## config.mk

```make
export PLATFORM = sky130hd
export DESIGN_NAME = uart_tx_core
export DESIGN_NICKNAME = d
export VERILOG_FILES = /design/src/rtl/uart_tx_pkg.sv /design/src/rtl/uart_tx_hold.sv /design/src/rtl/uart_tx_bitclk.sv /design/src/rtl/uart_tx_shift.sv /design/src/rtl/uart_tx_line.sv /design/src/rtl/uart_tx_core.sv
export SDC_FILE = /design/constraint.sdc
export NUM_CORES = 1
export LEC_CHECK = 0
export BUFFER_PORTS_ARGS = -buffer_cell sky130_fd_sc_hd__clkbuf_2
export CAP_MARGIN = 10
export CORE_MARGIN = 1
export CORE_UTILIZATION = 51
export DETAILED_ROUTE_END_ITERATION = 10
export GPL_TIMING_DRIVEN = 0
export PLACE_DENSITY = 0.71
export SYNTH_ARGS = -nofsm -noshare
export SYNTH_HDL_FRONTEND = slang
export SYNTH_SLANG_ARGS = --single-unit
```

## constraint.sdc

```tcl
create_clock -name clk -period 1.7 [get_ports clk]
set_input_delay 0.085 -clock clk [delete_from_list [all_inputs] [get_ports clk]]
set_output_delay 0.085 -clock clk [all_outputs]
set_load 0.02 [all_outputs]
```

## src/rtl/uart_tx_pkg.sv

```systemverilog
package uart_tx_pkg;

  typedef enum logic [2:0] {
    PH_IDLE,
    PH_START,
    PH_DATA,
    PH_PAR,
    PH_STOP
  } phase_t;

  typedef struct packed {
    logic [1:0] len;
    logic       stop2;
    logic       par_en;
    logic [1:0] par_sel;
  } fmt_t;

  // index of the final data bit for a length code (5..8 bits)
  function automatic logic [2:0] last_data_idx(input logic [1:0] len);
    return 3'd4 + {1'b0, len};
  endfunction

  // mask of the data bits actually sent
  function automatic logic [7:0] data_mask(input logic [1:0] len);
    return 8'hFF >> (2'd3 - len);
  endfunction

  // parity bit for the masked character under a given selection
  function automatic logic parity_bit(input logic [7:0] d, input fmt_t f);
    logic [7:0] m;
    logic p;
    m = d & data_mask(f.len);
    case (f.par_sel)
      2'd0:    p = ~(^m);
      2'd1:    p = ^m;
      2'd2:    p = 1'b1;
      default: p = 1'b0;
    endcase
    return p;
  endfunction

  // level driven on the line for a given phase
  function automatic logic phase_level(input phase_t ph, input logic data_lsb,
                                       input logic par);
    logic v;
    case (ph)
      PH_START: v = 1'b0;
      PH_DATA:  v = data_lsb;
      PH_PAR:   v = par;
      default:  v = 1'b1;
    endcase
    return v;
  endfunction

endpackage

```

## src/rtl/uart_tx_hold.sv

```systemverilog
module uart_tx_hold #(
  parameter int DATA_W = 8
) (
  input  logic              clk,
  input  logic              rst_n,
  input  logic              wr,
  input  logic [DATA_W-1:0] wr_data,
  input  logic              take,
  output logic              full,
  output logic [DATA_W-1:0] data
);

  always_ff @(posedge clk or negedge rst_n) begin
    if (!rst_n) begin
      full <= 1'b0;
      data <= '0;
    end else begin
      if (wr) begin
        data <= wr_data;
        full <= 1'b1;
      end else if (take) begin
        full <= 1'b0;
      end
    end
  end

endmodule

```

## src/rtl/uart_tx_bitclk.sv

```systemverilog
module uart_tx_bitclk #(
  parameter int OSR = 16
) (
  input  logic clk,
  input  logic rst_n,
  input  logic run,
  input  logic clear,
  input  logic tick,
  output logic bit_end
);

  localparam int CW = (OSR > 1) ? $clog2(OSR) : 1;
  localparam logic [CW-1:0] LAST = CW'(OSR - 1);

  logic [CW-1:0] cnt;

  assign bit_end = run && tick && (cnt == LAST);

  always_ff @(posedge clk or negedge rst_n) begin
    if (!rst_n) begin
      cnt <= '0;
    end else if (clear) begin
      cnt <= '0;
    end else if (run && tick) begin
      cnt <= (cnt == LAST) ? '0 : cnt + 1'b1;
    end
  end

endmodule

```

## src/rtl/uart_tx_shift.sv

```systemverilog
module uart_tx_shift
  import uart_tx_pkg::*;
(
  input  logic       clk,
  input  logic       rst_n,
  input  logic       start,
  input  logic [7:0] load_data,
  input  fmt_t       load_fmt,
  input  logic       bit_end,
  output logic       busy,
  output logic       line_bit
);

  phase_t     phase;
  fmt_t       fmt_q;
  logic [7:0] sreg;
  logic [2:0] idx;
  logic       par_q;
  logic       stop_n;

  assign busy     = (phase != PH_IDLE);
  assign line_bit = phase_level(phase, sreg[0], par_q);

  always_ff @(posedge clk or negedge rst_n) begin
    if (!rst_n) begin
      phase  <= PH_IDLE;
      fmt_q  <= '0;
      sreg   <= '0;
      idx    <= '0;
      par_q  <= 1'b0;
      stop_n <= 1'b0;
    end else if (start) begin
      phase  <= PH_START;
      fmt_q  <= load_fmt;
      sreg   <= load_data;
      par_q  <= parity_bit(load_data, load_fmt);
      idx    <= '0;
      stop_n <= 1'b0;
    end else if (bit_end) begin
      case (phase)
        PH_START: begin
          phase <= PH_DATA;
          idx   <= '0;
        end
        PH_DATA: begin
          sreg <= {1'b0, sreg[7:1]};
          idx  <= idx + 3'd1;
          if (idx == last_data_idx(fmt_q.len))
            phase <= fmt_q.par_en ? PH_PAR : PH_STOP;
        end
        PH_PAR: begin
          phase  <= PH_STOP;
          stop_n <= 1'b0;
        end
        PH_STOP: begin
          if (fmt_q.stop2 && !stop_n) stop_n <= 1'b1;
          else phase <= PH_IDLE;
        end
        default: phase <= PH_IDLE;
      endcase
    end
  end

endmodule

```

## src/rtl/uart_tx_line.sv

```systemverilog
module uart_tx_line (
  input  logic clk,
  input  logic rst_n,
  input  logic brk,
  input  logic line_bit,
  output logic txd
);

  always_ff @(posedge clk or negedge rst_n) begin
    if (!rst_n) txd <= 1'b1;
    else        txd <= brk ? 1'b0 : line_bit;
  end

endmodule

```

## src/rtl/uart_tx_core.sv

```systemverilog
module uart_tx_core
  import uart_tx_pkg::*;
#(
  parameter int OSR = 16
) (
  input  logic       clk,
  input  logic       rst_n,
  input  logic       baud_tick,
  input  logic       tx_en,
  input  logic       wr_valid,
  input  logic [7:0] wr_data,
  input  logic [1:0] fmt_len,
  input  logic       fmt_stop2,
  input  logic       fmt_par_en,
  input  logic [1:0] fmt_par_sel,
  input  logic       brk,
  output logic       txd,
  output logic       hold_empty,
  output logic       tx_empty
);

  logic       hold_full;
  logic [7:0] hold_data;
  logic       busy;
  logic       start_evt;
  logic       bit_end;
  logic       line_bit;
  fmt_t       fmt_in;

  assign fmt_in     = '{len: fmt_len, stop2: fmt_stop2,
                        par_en: fmt_par_en, par_sel: fmt_par_sel};
  assign start_evt  = hold_full && !busy && tx_en;
  assign hold_empty = !hold_full;
  assign tx_empty   = !hold_full && !busy;

  uart_tx_hold #(.DATA_W(8)) u_hold (
    .clk(clk), .rst_n(rst_n), .wr(wr_valid), .wr_data(wr_data),
    .take(start_evt), .full(hold_full), .data(hold_data)
  );

  uart_tx_bitclk #(.OSR(OSR)) u_bitclk (
    .clk(clk), .rst_n(rst_n), .run(busy), .clear(start_evt),
    .tick(baud_tick), .bit_end(bit_end)
  );

  uart_tx_shift u_shift (
    .clk(clk), .rst_n(rst_n), .start(start_evt), .load_data(hold_data),
    .load_fmt(fmt_in), .bit_end(bit_end), .busy(busy), .line_bit(line_bit)
  );

  uart_tx_line u_line (
    .clk(clk), .rst_n(rst_n), .brk(brk), .line_bit(line_bit), .txd(txd)
  );

endmodule

```

==> impl_metrics.py, run 1 <==
metrics = {
    "logic_synthesis": {
        "synth_area_leaders": "dfrtp_1 48%, nand2_1 7.2%, mux2_2 5.2%",
        "synthTopCellsByCount": "33 x dfrtp_1, 33 x nand2_1, 13 x nor2_1",
        "ys_async_sr_fraction_pct": 100,
        "ys_seq_area_share_pct": 49.6,
        "synth_top_area_cell": "dfrtp_1",
        "yosys_warnings": 0,
        "avgSynthCellArea_sq_um": 9.93,
        "synth_edf_count": 0,
        "synthFlopType": "dfrtp_1",
        "ys_types": 47,
        "yosysTopAreaCellShare_pct": 48.1,
        "syn-instance-count": 173,
        "synth_nets": 195,
        "ys_ff_latch": 34,
        "synthesis.area_sq_um": 1720,
    },
    "layout": {
        "layout.cells.non_filler": 270,
        "syn2layout_area_growth_pct": 29.6,
        "num-nets-final": 247,
        "design_area_sq_um": 2230,
        "drive_gt1_share_pct": 29.6,
        "n_antenna_cell": 0,
        "post-route-util_pct": 71.2,
    },
    "detailed_routing": {
        "drtPass1Iterations": 4,
        "drt_iter0_markers": 79,
        "routed_wl_mm": 3.79,
        "via_count": 1441,
        "drc_errors": 0,
        "vias_per_cell": 5.34,
        "ant_nets": 0,
        "wire_per_inst_um": 14.0,
    },
    "die": {
        "core_area_sq_um": 3130,
        "fp.dieH_um": 60.0,
        "dieArea_sq_um": 3600,
        "io_pins": 23,
        "start_util_pct": 54.9,
        "die_w_um": 60.0,
        "fp-row-count": 20,
    },
    "timing": {
        "min_period_ns": 1.72,
        "finalClockSkew_ns": 0.00807,
        "fmax_mhz": 580,
        "worst_pin_slew_ns": 0.832,
        "setup_viol": 2,
        "slew_viol_final": 0,
        "finalCritPeriodShare_pct": 101,
        "fin_hold_ws_ns": 0.101,
        "fin_ws_ns": -0.0247,
        "hold_viol": 0,
        "relSlewSlack_pct": 44.5,
        "rsz0062_at_grt": "yes",
    },
    "placement": {
        "dpl-instance-area_sq_um": 1880,
        "place_ws_ns": -0.154,
        "io_buffers": 21,
        "gp_congestion": 0.755,
        "dp.final_hpwl_mm": 2.51,
        "placed_cells": 238,
    },
    "global_routing": {
        "grt_use_met2_pct": 40.8,
        "grt.overflow.total": 0,
        "grt.met3_usage_pct": 4.55,
        "gr-usage-met1_pct": 30.6,
        "grt.total_usage_pct": 24.2,
        "busiest_layer": "met2",
        "grt_pass1_wl_mm": 6.21,
        "grt_max_degree": 35,
        "grt_pass1_vias": 1364,
        "antenna_found_initial": 0,
    },
    "setup_path": {
        "crit_buf_inv": 1,
        "timing.critical_path.from": "u_shift.phase[0]$_DFFE_PN0P_",
        "cp-start-kind": "flop",
        "worstPathCellList": "buf_6, or4_4, o211ai_4, mux2_4",
        "critPathTopFamily": "simple AND/OR/NAND/NOR gates",
        "worst-endpoint-required_ns": 1.93,
        "worstReg2RegStart": "u_shift.phase[0]$_DFFE_PN0P_",
        "rrSetupSlack_ns": -0.02,
        "worstSetupEndpoint": "u_shift.phase[2]$_DFFE_PN0P_",
        "critPathSlowestCell": "or4_4",
        "rr_endpoint": "u_shift.phase[2]$_DFFE_PN0P_",
        "path_depth": 4,
        "critPathMaxFanout": 5,
        "critPathCaptureType": "flop",
        "reg2reg_depth": 4,
        "worstPathArrival_ns": 1.95,
        "slowest_delay_ns": 0.55,
        "worst-setup-path-type": "flop to flop",
    },
    "cts": {
        "cts-root-buf": "clkbuf_4",
        "cts_buffers": 5,
        "clkLatencyLatePin_ns": 0.33,
        "cts_tree": "yes",
        "cts_buffer_depth": 2,
        "clk_transition_reported_paths_ns": 0.10,
        "htreeDepth": 2,
        "clock-sinks": 34,
    },
    "hold_path": {
        "worst_hold_path_type": "input pin to flop",
    },
    "power": {
        "p_per_area_nw_per_um2": 1420,
        "leakage_nw": 1.04,
        "max-vdd-ir-drop_mv": 0.737,
    },
    "job": {
        "drv_cap": 0,
    },
    "outcome": {
        "status": "finished, violations left",
        "violations": "setup timing",
    },
}
[final cells by class]
cell class / instances / area, sq um
buffer: 8 / 66.3
clock buffer: 8 / 48.8
fill: 255 / 902
inverter: 8 / 30.0
multi-input combinational: 123 / 851
sequential: 34 / 853
tap: 44 / 55.1
timing repair buffer: 45 / 322
[what timing repair did]
item | 4_1_cts | 5_1_grt
setup buffers | 3 | 6
hold endpoints to repair | 46 | 0
pin swaps | 6 | 6
resized for setup | 12 | 11
cloned | 0 | 1
hold buffers | 14 | 0
setup endpoints to repair | 10 | 13
[kinds of logic after synthesis]
kind of cell | Yosys count | share of synthesized area, %
AOI/OAI and AO/OA | 36 | 14.2
xor gates and xnor gates | 9 | 5.83
adders and majority gates | 2 | 1.46
buffers and inverters | 16 | 4.30
DFF | 34 | 49.6
muxes | 9 | 5.90
and+or+nand+nor | 67 | 18.7
[how the worst min path moves through the flow]
stage	to	start	cells past startpoint	slack, ns
after floorplan	u_bitclk.cnt[0]$_DFFE_PN0P_	rst_n	0	-0.21
after global placement	u_line.txd$_DFF_PN1_	brk	2	0.21
after detailed placement	u_shift.phase[1]$_DFFE_PN0P_	rst_n	1	0.22
after CTS	u_shift.par_q$_DFFE_PN0N_	fmt_par_sel[0]	3	0.09
after global routing	u_shift.par_q$_DFFE_PN0N_	fmt_par_sel[0]	3	0.13
final	u_shift.par_q$_DFFE_PN0N_	fmt_par_sel[0]	3	0.10
[routing by layer]
metal  vias up  routed length (um)
met5         -                   0
met4         0                  46
met3         6                 130
met2        36                1880
met1       695                1740
li1        704                   -
[power breakdown]
group / leakage, nW / internal (W) / switching (W) / total [W]
Sequential: 0.407 / 0.00109 / 0.000225 / 0.00131
Clock: 0.0265 / 0.000165 / 0.000257 / 0.000422
Combinational: 0.603 / 0.000672 / 0.000749 / 0.00142
[worst register-to-register path, cell delays in order, from the launching register on]
cell and delay, ns:
dfrtp_1 0.45, buf_6 0.17, or4_4 0.55, o211ai_4 0.12
mux2_4 0.32
[cell usage in the layout (no fill, tap or decap), types with 3 or more instances in the layout]
| master | count |
|---|---|
| inv_1 | 8 |
| xor2_1 | 5 |
| buf_6 | 5 |
| nor2_1 | 12 |
| a31oi_1 | 7 |
| nor4_1 | 3 |
| clkbuf_1 | 4 |
| clkbuf_4 | 5 |
| dfrtp_1 | 32 |
| buf_4 | 9 |
| a21oi_1 | 7 |
| nand2_1 | 33 |
| clkbuf_2 | 22 |
| o21ai_1 | 7 |
| dlygate4sd3_1 | 14 |
| mux2_2 | 8 |
| o21ai_0 | 3 |
[registers in the layout (all words and copies together) (netlist names)]
register,flops
u_hold.data,8
u_shift.sreg,8
u_bitclk.cnt,4
u_shift.fmt_q,4
u_shift.idx,3
u_shift.phase,3
u_hold.full,1
u_line.txd,1
u_shift.par_q,1
u_shift.stop_n,1
[metrics by stage]
| step | total power, W | TNS (ns) |
|---|---|---|
| after floorplan | 0.00212 | 0 |
| after global placement | 0.00234 | -0.315 |
| after detailed placement | 0.00243 | -0.483 |
| after CTS | 0.00297 | -0.0248 |
| after global routing | 0.00339 | -0.382 |
| final | 0.00315 | -0.0453 |
Note: power is estimated with default switching activity, not from simulation.
==> run 2, diff against run 1 <==
--- a/config.mk
+++ b/config.mk
@@ -5,12 +5,13 @@
 export SDC_FILE = /design/constraint.sdc
 export NUM_CORES = 1
 export LEC_CHECK = 0
+export ABC_AREA = 1
 export BUFFER_PORTS_ARGS = -buffer_cell sky130_fd_sc_hd__clkbuf_2
 export CAP_MARGIN = 10
+export CORE_ASPECT_RATIO = 0.5
 export CORE_MARGIN = 1
 export CORE_UTILIZATION = 51
 export DETAILED_ROUTE_END_ITERATION = 10
-export GPL_TIMING_DRIVEN = 0
 export PLACE_DENSITY = 0.71
 export SYNTH_ARGS = -nofsm -noshare
 export SYNTH_HDL_FRONTEND = slang
==> run 2 against run 1 <==
- the run ends with DRC left
- synthesized cell count rose by 21%
- design area is 9.6% lower
- register-to-register slack better by 0.14 ns
- fmax increased by 9.1%
- die area is 0.18% higher
- sequential share of layout area rose by 4.0 points
- area after synthesis shrank 0.22%
- clock skew grew 0.0013 ns
- global-route usage down 3.4 points
- wire length fell by 16%
==> impl_metrics.py, run 2 <==
metrics = {
    "outcome": {
        "status": "finished, violations left",
        "violations": "DRC",
    },
    "cts": {
        "cts_buffer_depth": 2,
        "clk_transition_reported_paths_ns": 0.07,
        "clkLatencyLatePin_ns": 0.29,
        "cts_tree": "yes",
        "clock-sinks": 34,
        "cts_setup_buffers": 0,
        "cts-root-buf": "clkbuf_8",
        "htreeDepth": 2,
        "cts_buffers": 5,
    },
    "power": {
        "leakage_nw": 1.01,
        "p_per_area_nw_per_um2": 1510,
        "power_w": 0.00305,
        "max-vdd-ir-drop_mv": 0.718,
    },
    "global_routing": {
        "grt_pass1_vias": 1332,
        "grt.overflow.total": 0,
        "grt.total_usage_pct": 20.8,
        "grt_max_degree": 35,
        "grt_pass1_wl_mm": 5.71,
        "antenna_found_initial": 0,
    },
    "die": {
        "die_w_um": 84.0,
        "dieArea_sq_um": 3610,
        "start_util_pct": 55.3,
        "core_area_sq_um": 3100,
        "fp-row-count": 14,
        "io_pins": 23,
        "fp.dieH_um": 43.0,
    },
    "timing": {
        "worst_pin_slew_ns": 0.418,
        "relSlewSlack_pct": 72.2,
        "min_period_ns": 1.58,
        "setup_viol": 0,
        "fin_ws_ns": 0.119,
        "fmax_mhz": 633,
        "rsz0062_at_grt": "yes",
        "finalClockSkew_ns": 0.00941,
        "slew_viol_final": 0,
        "hold_viol": 0,
        "finalCritPeriodShare_pct": 93.0,
    },
    "hold_path": {
        "worst_hold_path_type": "input pin to flop",
        "min_to": "u_hold.data[5]$_DFFE_PN0P_",
        "min_path_cells": 3,
        "worst_hold_startpoint": "wr_data[5]",
    },
    "logic_synthesis": {
        "syn-instance-count": 210,
        "yosys_warnings": 0,
        "synth_area_leaders": "dfrtp_1 48%, nand2_1 11%, o21ai_0 9.1%",
        "avgSynthCellArea_sq_um": 8.16,
        "ys_types": 33,
        "synth_edf_count": 0,
        "ys_ff_latch": 34,
        "ys_async_sr_fraction_pct": 100,
        "synthTopCellsByCount": "52 x nand2_1, 33 x dfrtp_1, 31 x o21ai_0",
        "synth_nets": 232,
        "ys_seq_area_share_pct": 49.7,
        "synthesis.area_sq_um": 1710,
        "synth.most_common_cell": "nand2_1",
        "yosysTopAreaCellShare_pct": 48.2,
        "synthFlopType": "dfrtp_1",
        "synth_top_area_cell": "dfrtp_1",
    },
    "detailed_routing": {
        "ant_nets": 0,
        "drt_iter0_markers": 44,
        "via_count": 1392,
        "wire_per_inst_um": 11.2,
        "routed_wl_mm": 3.16,
        "drc_errors": 2,
        "drtPass1Iterations": 7,
        "vias_per_cell": 4.94,
    },
    "job": {
        "drv_cap": 0,
    },
    "placement": {
        "dp.final_hpwl_mm": 2.34,
        "io_buffers": 22,
        "place_ws_ns": 0.149,
        "dpl-instance-area_sq_um": 1890,
        "gp_congestion": 0.771,
    },
    "setup_path": {
        "rrSetupSlack_ns": 0.12,
        "cp-start-kind": "flop",
        "slowest_delay_ns": 0.44,
        "worst-setup-path-type": "flop to flop",
        "reg2reg_depth": 7,
        "worst-endpoint-required_ns": 1.92,
        "critPathCaptureType": "flop",
        "worstPathArrival_ns": 1.80,
        "rr_endpoint": "u_shift.idx[1]$_DFFE_PN0P_",
        "worstPathCellList": "nor2_2, nand2_1, nand2_2, o21ai_2, a21oi_1, nand2_1, o21ai_1",
        "critPathMaxFanout": 6,
        "worstReg2RegStart": "u_shift.phase[0]$_DFFE_PN0P_",
        "critPathSlowestCell": "dfrtp_1",
        "cpMostUsedCell": "nand2_1",
    },
    "layout": {
        "post-route-util_pct": 64.9,
        "syn2layout_area_growth_pct": 17.4,
        "design_area_sq_um": 2010,
        "num-nets-final": 263,
        "top_regs": "u_hold.data: 8 flops, u_shift.sreg: 8 flops",
        "layout_common_cells": "52 x nand2_1, 33 x dfrtp_1, 31 x o21ai_0, 28 x inv_1, 22 x clkbuf_2",
        "final_common_cell": "nand2_1",
        "drive_gt1_share_pct": 19.0,
        "n_antenna_cell": 0,
    },
}
-- run 2: worst max-delay path, delay by kind of cell (launching register included) --
family	cells	cell delay, ns
simple gates	4	0.56
compound gates	3	0.51
flops	1	0.44
-- run 2: per-stage QoR --
step                hold WS, ns  setup TNS [ns]  std cells
detailed placement        0.138               0        272
global placement          0.141               0        272
finish                  0.00531               0        282
CTS                     0.00341               0        282
floorplan                -0.211               0        210
global route            0.00779         -0.0107        282
-- run 2: layer usage --
layer	GRT usage [%]	part of all wire (%)
met1	27.4	49
met2	33.6	46
met3	6.42	4.1
met4	6.21	0.79
met5	0	0
-- run 2: where the power goes --
part	switching (W)	internal [W]
Clock	0.000297	0.000325
Sequential	0.000174	0.00108
Combinational	0.000732	0.000442
Total	0.00120	0.00184
-- run 2: layout make-up --
cell class / instances / area (sq um)
Timing Repair Buffer: 28 / 173
Sequential cell: 34 / 852
Tap cell: 40 / 50.0
Clock inverter: 2 / 12.5
Clock buffer: 6 / 82.6
Inverter: 31 / 120
Multi-Input combinational cell: 141 / 722
Fill cell: 275 / 1090
-- run 2: how the worst max path moves through the flow --
stage / end / depth (start not counted) / from
2_1_floorplan: u_shift.idx[2]$_DFFE_PN0P_ / 5 / u_bitclk.cnt[0]$_DFFE_PN0P_
4_1_cts: u_shift.idx[1]$_DFFE_PN0P_ / 7 / u_shift.phase[0]$_DFFE_PN0P_
5_1_grt: u_shift.idx[0]$_DFFE_PN0P_ / 7 / u_shift.phase[0]$_DFFE_PN0P_
3_3_place_gp: u_shift.idx[0]$_DFFE_PN0P_ / 7 / u_shift.phase[0]$_DFFE_PN0P_
6_report: u_shift.idx[1]$_DFFE_PN0P_ / 7 / u_shift.phase[0]$_DFFE_PN0P_
3_5_place_dp: u_shift.idx[1]$_DFFE_PN0P_ / 7 / u_shift.phase[0]$_DFFE_PN0P_
-- run 2: cell families (layout without fill, tap and decap cells) --
| logic type | count (synthesis) | after routing | share of synthesized area (%) |
|---|---|---|---|
| XOR/XNOR | 4 | 4 | 2.04 |
| buffers and inverters | 35 | 67 | 8.17 |
| adder cells (fa/ha/maj) | 2 | 2 | 1.46 |
| flip-flops | 34 | 34 | 49.7 |
| AO/OA/AOI/OAI | 51 | 51 | 16.9 |
| AND/OR/NAND/NOR | 84 | 84 | 21.8 |
-- run 2: what timing repair did --
item	4_1_cts	5_1_grt
hold buffers	2	0
hold endpoints to repair	34	0
endpoints found under the setup margin	0	6
resized for setup	0	1
